[src/rtl/cop_dec_pkg.sv]
package cop_dec_pkg;

  localparam int NCLASS  = 9;
  localparam int SIZE_W  = 4;

  localparam int C_MULTI  = 0;
  localparam int C_CTRL   = 1;
  localparam int C_STORE  = 2;
  localparam int C_CONST  = 3;
  localparam int C_SCALE  = 4;
  localparam int C_ARITH  = 5;
  localparam int C_BRANCH = 6;
  localparam int C_COND   = 7;
  localparam int C_ILL    = 8;

  typedef enum logic [1:0] {
    CK_NONE = 2'd0,
    CK_SET  = 2'd1,
    CK_DBR  = 2'd2,
    CK_TRAP = 2'd3
  } condKind_e;

  // Strobes from control to datapath
  typedef struct packed {
    logic              load;
    logic [NCLASS-1:0] classHot;
    condKind_e         condKind;
    logic [1:0]        extraWords;   // extension words beyond the base 4 bytes
  } ctlStrobe_t;

  // Memory operand size per source format code; 0 marks an unsupported code
  function automatic logic [SIZE_W-1:0] fmtBytes(input logic [2:0] fmt);
    case (fmt)
      3'd0:    fmtBytes = SIZE_W'(4);
      3'd1:    fmtBytes = SIZE_W'(4);
      3'd2:    fmtBytes = SIZE_W'(12);
      3'd4:    fmtBytes = SIZE_W'(2);
      3'd5:    fmtBytes = SIZE_W'(8);
      3'd6:    fmtBytes = SIZE_W'(1);
      default: fmtBytes = '0;
    endcase
  endfunction

endpackage

[src/rtl/cop_dec_ctrl.sv]
module cop_dec_ctrl
  import cop_dec_pkg::*;
#(
  parameter logic [2:0] COP_ID = 3'd1
) (
  input  logic        inValid,
  input  logic [15:0] word0,
  input  logic [5:0]  w1Hi,    // word1[15:10]
  input  logic [6:0]  w1Op,    // word1[6:0]
  output ctlStrobe_t  ctl
);

  logic [3:0] opType;
  logic       headOk;
  logic [2:0] condSel;
  logic [2:0] oprMode;
  int         cls;

  assign opType  = {1'b0, word0[8:6]};
  assign headOk  = (word0[15:12] == 4'hF) && (word0[11:9] == COP_ID);
  assign condSel = word0[5:3];
  assign oprMode = word0[2:0];

  always_comb begin
    cls                = C_ILL;
    ctl.load           = inValid;
    ctl.condKind       = CK_NONE;
    ctl.extraWords     = 2'd0;
    if (headOk) begin
      case (opType)
        4'd0: begin
          if (w1Hi[5:4] == 2'b11)                              cls = C_MULTI;
          else if (w1Hi[5:4] == 2'b10)                         cls = C_CTRL;
          else if (w1Hi[5:3] == 3'b011)                        cls = C_STORE;
          else if (w1Hi == 6'b010111)                          cls = C_CONST;
          else if (!w1Hi[5] && !w1Hi[3] && w1Op == 7'h26)      cls = C_SCALE;
          else                                                 cls = C_ARITH;
        end
        4'd1: begin
          cls = C_COND;
          if (condSel == 3'b001) begin
            ctl.condKind   = CK_DBR;
            ctl.extraWords = 2'd1;
          end else if (condSel == 3'b111 && oprMode >= 3'd2) begin
            case (oprMode)
              3'd2: begin ctl.condKind = CK_TRAP; ctl.extraWords = 2'd1; end
              3'd3: begin ctl.condKind = CK_TRAP; ctl.extraWords = 2'd2; end
              3'd4: begin ctl.condKind = CK_TRAP; ctl.extraWords = 2'd0; end
              default: cls = C_ILL;
            endcase
          end else begin
            ctl.condKind = CK_SET;
          end
        end
        4'd2: cls = C_BRANCH;
        4'd3: begin cls = C_BRANCH; ctl.extraWords = 2'd1; end
        default: cls = C_ILL;
      endcase
    end
    ctl.classHot      = '0;
    ctl.classHot[cls] = 1'b1;
  end

endmodule

[src/rtl/cop_dec_dp.sv]
module cop_dec_dp
  import cop_dec_pkg::*;
#(
  parameter int LEN_W = 4
) (
  input  logic              clk,
  input  logic              rst_n,
  input  ctlStrobe_t        ctl,
  input  logic              w1Mem,    // word1[14]
  input  logic [12:0]       w1Low,    // word1[12:0]
  output logic              outValid,
  output logic [NCLASS-1:0] classHot,
  output logic              illegal,
  output logic [1:0]        condKind,
  output logic [LEN_W-1:0]  lenBytes,
  output logic              srcMem,
  output logic [2:0]        srcFmt,
  output logic [2:0]        dstReg,
  output logic [6:0]        opCode,
  output logic [SIZE_W-1:0] srcBytes,
  output logic              fmtErr
);

  logic              isArith;
  logic              memSrc;
  logic [SIZE_W-1:0] sizeNext;
  logic [LEN_W-1:0]  lenNext;

  assign isArith  = ctl.classHot[C_ARITH];
  assign memSrc   = isArith && w1Mem;
  assign sizeNext = memSrc ? fmtBytes(w1Low[12:10]) : '0;
  assign lenNext  = ctl.classHot[C_ILL] ? '0
                  : LEN_W'(32'd4 + 32'(ctl.extraWords) * 32'd2);

  always_ff @(posedge clk or negedge rst_n) begin
    if (!rst_n) begin
      outValid <= 1'b0;
      classHot <= '0;
      illegal  <= 1'b0;
      condKind <= 2'd0;
      lenBytes <= '0;
      srcMem   <= 1'b0;
      srcFmt   <= 3'd0;
      dstReg   <= 3'd0;
      opCode   <= 7'd0;
      srcBytes <= '0;
      fmtErr   <= 1'b0;
    end else begin
      outValid <= ctl.load;
      if (ctl.load) begin
        classHot <= ctl.classHot;
        illegal  <= ctl.classHot[C_ILL];
        condKind <= ctl.condKind;
        lenBytes <= lenNext;
        srcMem   <= memSrc;
        srcFmt   <= isArith ? w1Low[12:10] : 3'd0;
        dstReg   <= isArith ? w1Low[9:7]   : 3'd0;
        opCode   <= isArith ? w1Low[6:0]   : 7'd0;
        srcBytes <= sizeNext;
        fmtErr   <= memSrc && (sizeNext == '0);
      end
    end
  end

  AST_RESULT_HOLDS: assert property (@(posedge clk) disable iff (!rst_n)
    !outValid |-> $stable(classHot) && $stable(lenBytes) && $stable(opCode));
  AST_ONE_CLASS: assert property (@(posedge clk) disable iff (!rst_n)
    outValid |-> $countones(classHot) == 1);
  AST_ILLEGAL_NO_LEN: assert property (@(posedge clk) disable iff (!rst_n)
    outValid && illegal |-> lenBytes == '0);
  AST_FMT_ERR_ARITH: assert property (@(posedge clk) disable iff (!rst_n)
    outValid && fmtErr |-> classHot[C_ARITH] && srcMem && srcBytes == '0);
  AST_FIELDS_ZERO: assert property (@(posedge clk) disable iff (!rst_n)
    outValid && !classHot[C_ARITH] |-> opCode == 7'd0 && dstReg == 3'd0 && !srcMem);

endmodule

[src/rtl/cop_class_decoder.sv]
module cop_class_decoder
  import cop_dec_pkg::*;
#(
  parameter logic [2:0] COP_ID = 3'd1,
  parameter int         LEN_W  = 4
) (
  input  logic              clk,
  input  logic              rst_n,
  input  logic              inValid,
  input  logic [15:0]       word0,
  input  logic [15:0]       word1,
  output logic              outValid,
  output logic [8:0]        classHot,
  output logic              illegal,
  output logic [1:0]        condKind,
  output logic [LEN_W-1:0]  lenBytes,
  output logic              srcMem,
  output logic [2:0]        srcFmt,
  output logic [2:0]        dstReg,
  output logic [6:0]        opCode,
  output logic [3:0]        srcBytes,
  output logic              fmtErr
);

  ctlStrobe_t ctl;

  cop_dec_ctrl #(.COP_ID(COP_ID)) u_ctrl (
    .inValid (inValid),
    .word0   (word0),
    .w1Hi    (word1[15:10]),
    .w1Op    (word1[6:0]),
    .ctl     (ctl)
  );

  cop_dec_dp #(.LEN_W(LEN_W)) u_dp (
    .clk      (clk),
    .rst_n    (rst_n),
    .ctl      (ctl),
    .w1Mem    (word1[14]),
    .w1Low    (word1[12:0]),
    .outValid (outValid),
    .classHot (classHot),
    .illegal  (illegal),
    .condKind (condKind),
    .lenBytes (lenBytes),
    .srcMem   (srcMem),
    .srcFmt   (srcFmt),
    .dstReg   (dstReg),
    .opCode   (opCode),
    .srcBytes (srcBytes),
    .fmtErr   (fmtErr)
  );

  AST_VALID_PULSE: assert property (@(posedge clk) disable iff (!rst_n)
    inValid |=> outValid);
  AST_BAD_NIBBLE: assert property (@(posedge clk) disable iff (!rst_n)
    inValid && word0[15:12] != 4'hF |=> illegal);
  AST_BAD_ID: assert property (@(posedge clk) disable iff (!rst_n)
    inValid && word0[11:9] != COP_ID |=> illegal);
  AST_PRIV_TYPE: assert property (@(posedge clk) disable iff (!rst_n)
    inValid && word0[8] |=> illegal && lenBytes == '0);
  AST_LONG_BRANCH: assert property (@(posedge clk) disable iff (!rst_n)
    inValid && word0[15:12] == 4'hF && word0[11:9] == COP_ID && word0[8:6] == 3'd3
    |=> classHot[C_BRANCH] && lenBytes == LEN_W'(6));

endmodule

[config.mk]
export PLATFORM = sky130hd
export DESIGN_NAME = cop_class_decoder
export DESIGN_NICKNAME = d
export VERILOG_FILES = /design/src/rtl/cop_dec_pkg.sv /design/src/rtl/cop_dec_ctrl.sv /design/src/rtl/cop_dec_dp.sv /design/src/rtl/cop_class_decoder.sv
export SDC_FILE = /design/constraint.sdc
export NUM_CORES = 1
export LEC_CHECK = 0
export ABC_CLOCK_PERIOD_IN_PS = 1600
export BUFFER_PORTS_ARGS = -buffer_cell sky130_fd_sc_hd__buf_2
export CORE_MARGIN = 4
export CORE_UTILIZATION = 50
export CTS_CLUSTER_SIZE = 25
export DETAILED_ROUTE_END_ITERATION = 8
export GPL_ROUTABILITY_DRIVEN = 0
export MAX_ROUTING_LAYER = met4
export PLACE_DENSITY = 0.83
export RECOVER_POWER = 50
export SETUP_SLACK_MARGIN = 0.15
export SYNTH_ARGS = -nofsm -noshare
export SYNTH_HDL_FRONTEND = slang
export SYNTH_HIERARCHICAL = 1
export SYNTH_SLANG_ARGS = --single-unit
export TNS_END_PERCENT = 30
[constraint.sdc]
create_clock -name clk -period 1.6 [get_ports clk]
set_input_delay 0.48 -clock clk [delete_from_list [all_inputs] [get_ports clk]]
set_output_delay 0.48 -clock clk [all_outputs]
set_load 0.01 [all_outputs]
Yosys cells after proc, flatten, opt, wreduce, memory -nomap -nowiden. Index checks and enable logic that the tools add are counted.

Flip-flop bits (word level): 36. Bits of input ports: 35. Output and inout bits: 36. Word-level logic and storage cells: 75.

Add/sub/neg operators: 1. Order comparisons: 3. Equal/unequal tests: 20. Muxes and demuxes: 25. Reduce and logical (&&, ||, !) cells: 15.

Operator list (number): 2-to-1 mux 32 bit (6); one-hot mux 32 bit (3 select lines) (1); greater-or-equal comparator 32 x 1 -> 1 bit, second input constant (1); less-than comparator 32 x 6 -> 1 bit, second input constant (1); 2-to-1 mux 4 bit (6); one-hot mux 4 bit (5 select lines) (1); equality test 3 x 2 -> 1 bit, second input constant (6); equality test 3 bit, second input constant (5); equality test 3 x 1 -> 1 bit, second input constant (4); one-hot mux 4 bit (3 select lines) (1); zero test 4 bit (2); equality test 7 x 6 -> 1 bit, second input constant (1); logical AND 1 bit (7); 2-to-1 mux 7 bit (1); equality test 6 x 5 -> 1 bit, second input constant (1); 2-to-1 mux 2 bit (3); 2-to-1 mux 3 bit (2); adder 3 x 3 -> 4 bit, first input constant (1); demux 1 bit (select 4 bit) (1); equality test 2 bit, second input constant (2); equality test 4 bit, second input constant (1); one-hot mux 2 bit (2 select lines) (1); OR reduction 2 bit (2); greater-or-equal comparator 3 x 2 -> 1 bit, second input constant (1); 4 further kinds (6).

Longest topological paths before layout.
Word-level depth: 18. Mapped depth: 8. Gate-level depth less buffers: 7.

Hierarchy. The synthesis kept the hierarchy.

Modules (own cells, without submodules): cop_dec_dp (times used 1, cells an instance 121, area an instance 1357.6 µm², seq. area each 850.8 µm²); cop_dec_ctrl (times used 1, cells an instance 52, area an instance 334.1 µm², seq. area each 0.0 µm²).

Worst setup path after synthesis. OpenSTA, ideal clock, no wires.

Path type: input to register. Start: in word0[11]. End: reg u_dp.srcBytes[2]. Setup time: 0.076 ns. Arrival time: 2.017 ns. Data required time: 1.524 ns. Setup slack: -0.493 ns. Cell stages on the path: 7. Path buffers: 0. Cells stage by stage: nand4bb_1 nor4_1 o211ai_1 a21oi_1 nand3_2 or3b_2 o21ai_1.

RTL lines: from (decl) (RTL line cop_class_decoder.sv:10) `input logic [15:0] word0,`; to (signal assigned) (RTL line cop_dec_dp.sv:59) `srcBytes <= sizeNext;`; to (decl) (RTL line cop_dec_dp.sv:20) `output logic [SIZE_W-1:0] srcBytes,`.

==> results.txt <==
Place WS: -0.563 ns
Synth top cells by count: dfrtp_1, inv_1, o21ai_0
Cell Area, Placed: 0.00234 mm^2
Crit path max fanout: 2
Core Footprint: 0.00315 mm^2
CTS max path bufs: 2
Average size of a mapped cell: 9.78 um^2
Crit path from: word0[11]
Final layout net count: 310
P&R area growth vs syn: 50.9%
Diode count: 0
RSZ-0062 raised after global routing: true
Post-synthesis cell count: 173
Chip height: 66.2 um
ANT nets after route: 0
Period utilization: 111%
First-pass GRT wire length: 7.26 mm
Worst r2r path cells: 1
Drt first pass iters: 5
Final std cells w/o fill: 320
Pleak: 0.00127 uW
Clock Pin Slew Worst Setup and Hold Paths: 0.10 ns
Largest net degree at the start of global routing: 26
Row count: 20
Status: finished, violations left
Design area: 0.00255 mm^2
Top-count cell post-synth: dfrtp_1
GRT Total Usage: 22.6%
Sequential area share after synthesis: 50.3%
Endpoints failing hold: 0
Slew Viols, Final: 0
Cell variety after synth: 42
Port bufs: 69
Slowest cell on crit path: or4_4
Max stage delay on crit path: 0.48 ns
Initial Util: 53.7%
Worst skew pair latency: 0.34 ns
Worst ir drop on vdd: 0.629 mV
Synth top area cells: dfrtp_1, mux2_2, inv_1
Mapped Area: 0.00169 mm^2
Avg WL per Cell: 13.9 um
Slew HR: 39.7%
Post-DP HPWL: 3.32 mm
DR vias: 1665
PnR worst setup slack: -0.181 ns
Top-area cell type share of the netlist area: 50.3%
GRT overflow: 0
CTS Root Cell: clkbuf_4
Max capacitance violation total: 0
Ys async rst share: 100%
Yosys reg bits: 34
CTS tree: done
Worst reg2reg endpoint: u_dp/classHot[1]$_DFFE_PN0P_
Die W: 66.2 um
Fmax achieved: 561 MHz
# clock sinks: 34
Post-placement cell count: 311
Synth Flop Type: dfrtp_1
Crit. End Element: register
Worst Path Arrival: 2.07 ns
Setup Skew: 0 ns
Die area: 0.00438 mm^2
CTS Buf Count: 5
Ports: 71
Pwr Total: 1600 uW
Least-Margin Pin Slew: 0.904 ns
Synth warn: 6
Violated checks: negative setup slack
Area leader, netlist: dfrtp_1
Initial antenna violation count: 0
Final WL: 4.44 mm
DRC: 0
Synth Net Count: 208
Worst path required time: 1.89 ns
Vias in the first global route: 1636
Drt via density: 5.20
Min-delay worst type: in -> async
DRT iter0 DRCs: 99
Fillers: 213
Reg-to-Reg Start: u_dp/classHot[1]$_DFFE_PN0P_
Setup TNS: -0.722 ns
Power Dens Cells: 628 mW/mm^2
Post-synth EDFFs: 0
Final Critical Period: 1.78 ns
# setup viols final: 6
Setup crit start kind: input pin
Setup slack, reg-to-reg: 0.83 ns
H-tree depth: 2
Layout cell share with drive strength beyond 1: 54.3%
Crit path kind: in -> reg
Crit path cell chain: buf_6, nand4bb_4, buf_4, or4_4, or3_4, nor3_2, mux2_2
-- worst max-delay path by stage --
stage / to / slack [ns] / depth (start not counted)
floorplan: u_dp/srcBytes[2]$_DFFE_PN0P_ / -0.39 / 7
global placement: u_dp/srcBytes[2]$_DFFE_PN0P_ / -0.53 / 8
detailed placement: u_dp/srcBytes[2]$_DFFE_PN0P_ / -0.56 / 8
CTS: u_dp/srcBytes[2]$_DFFE_PN0P_ / -0.14 / 8
global route: u_dp/srcBytes[0]$_DFFE_PN0P_ / -0.25 / 8
finish: u_dp/classHot[3]$_DFFE_PN0P_ / -0.18 / 7
-- registers in the layout, summed over array words and instances (netlist names) --
register	count
u_dp/srcFmt	3
u_dp/condKind	2
u_dp/outValid	1
u_dp/opCode	7
u_dp/classHot	9
u_dp/srcBytes	4
u_dp/lenBytes	3
u_dp/dstReg	3
u_dp/fmtErr	1
u_dp/srcMem	1
-- stage by stage --
step	util, %	hold slack (ns)
6_report	81.0	0.229
5_1_grt	81.0	0.287
4_1_cts	79.1	0.0519
3_5_place_dp	74.2	0.435
3_3_place_gp	74.2	0.427
2_1_floorplan	-	0.184
-- critical path, delay by kind of cell --
family	cells	cell delay (ns)
muxes	1	0.17
buffers and inverters	2	0.25
and+or+nand+nor	4	1.17
-- routing by layer --
metal	part of all wire [%]	GRT usage (%)	routed length, um
met1	42	28.0	1880
met2	49	35.1	2170
met3	6.6	4.59	292
met4	2.2	11.4	98
met5	0	-	0
-- area by class of cell --
type                    count  area [um^2]  share of cell area, %
clock buffers               6         51.3                   2.01
clock inverters             2         12.5                  0.490
inverters                  25         93.8                   3.68
multi-input cells         103          835                   32.7
flip-flops and latches     34          851                   33.3
repair buffers            106          654                   25.6
well taps                  44         55.1                   2.16
-- placed cells by master, fill, tap and decap left out, drive strengths merged, types with 4 or more instances in the layout --
master    n
nor2      5
nand3    17
mux2     12
dfrtp    34
inv      25
o21ai    18
nand2     4
nor3      6
o22ai     5
clkbuf    8
a21oi     4
buf     104
-- power breakdown --
part / leakage (uW) / internal, uW / switching (uW)
logic: 0.000770 / 115 / 121
clock network: 0.0000343 / 211 / 294
registers: 0.000468 / 861 / 0.545
-- what timing repair did --
| item | 4_1_cts | 5_1_grt |
|---|---|---|
| pin swaps | 10 | 8 |
| buffers inserted | 1 | 0 |
| endpoints found under the setup margin | 26 | 30 |
| gates resized for setup | 12 | 18 |
| hold buffers | 0 | 0 |
-- kinds of logic after synthesis --
kind of cell    after synthesis  share of synthesized area, %
compound gates               37                          13.5
buf+inv                      36                          8.95
flops                        34                          50.3
mux                          13                          8.58
other cells                   1                         0.222
simple gates                 52                          18.5
Power figures use the tool's default switching activity.
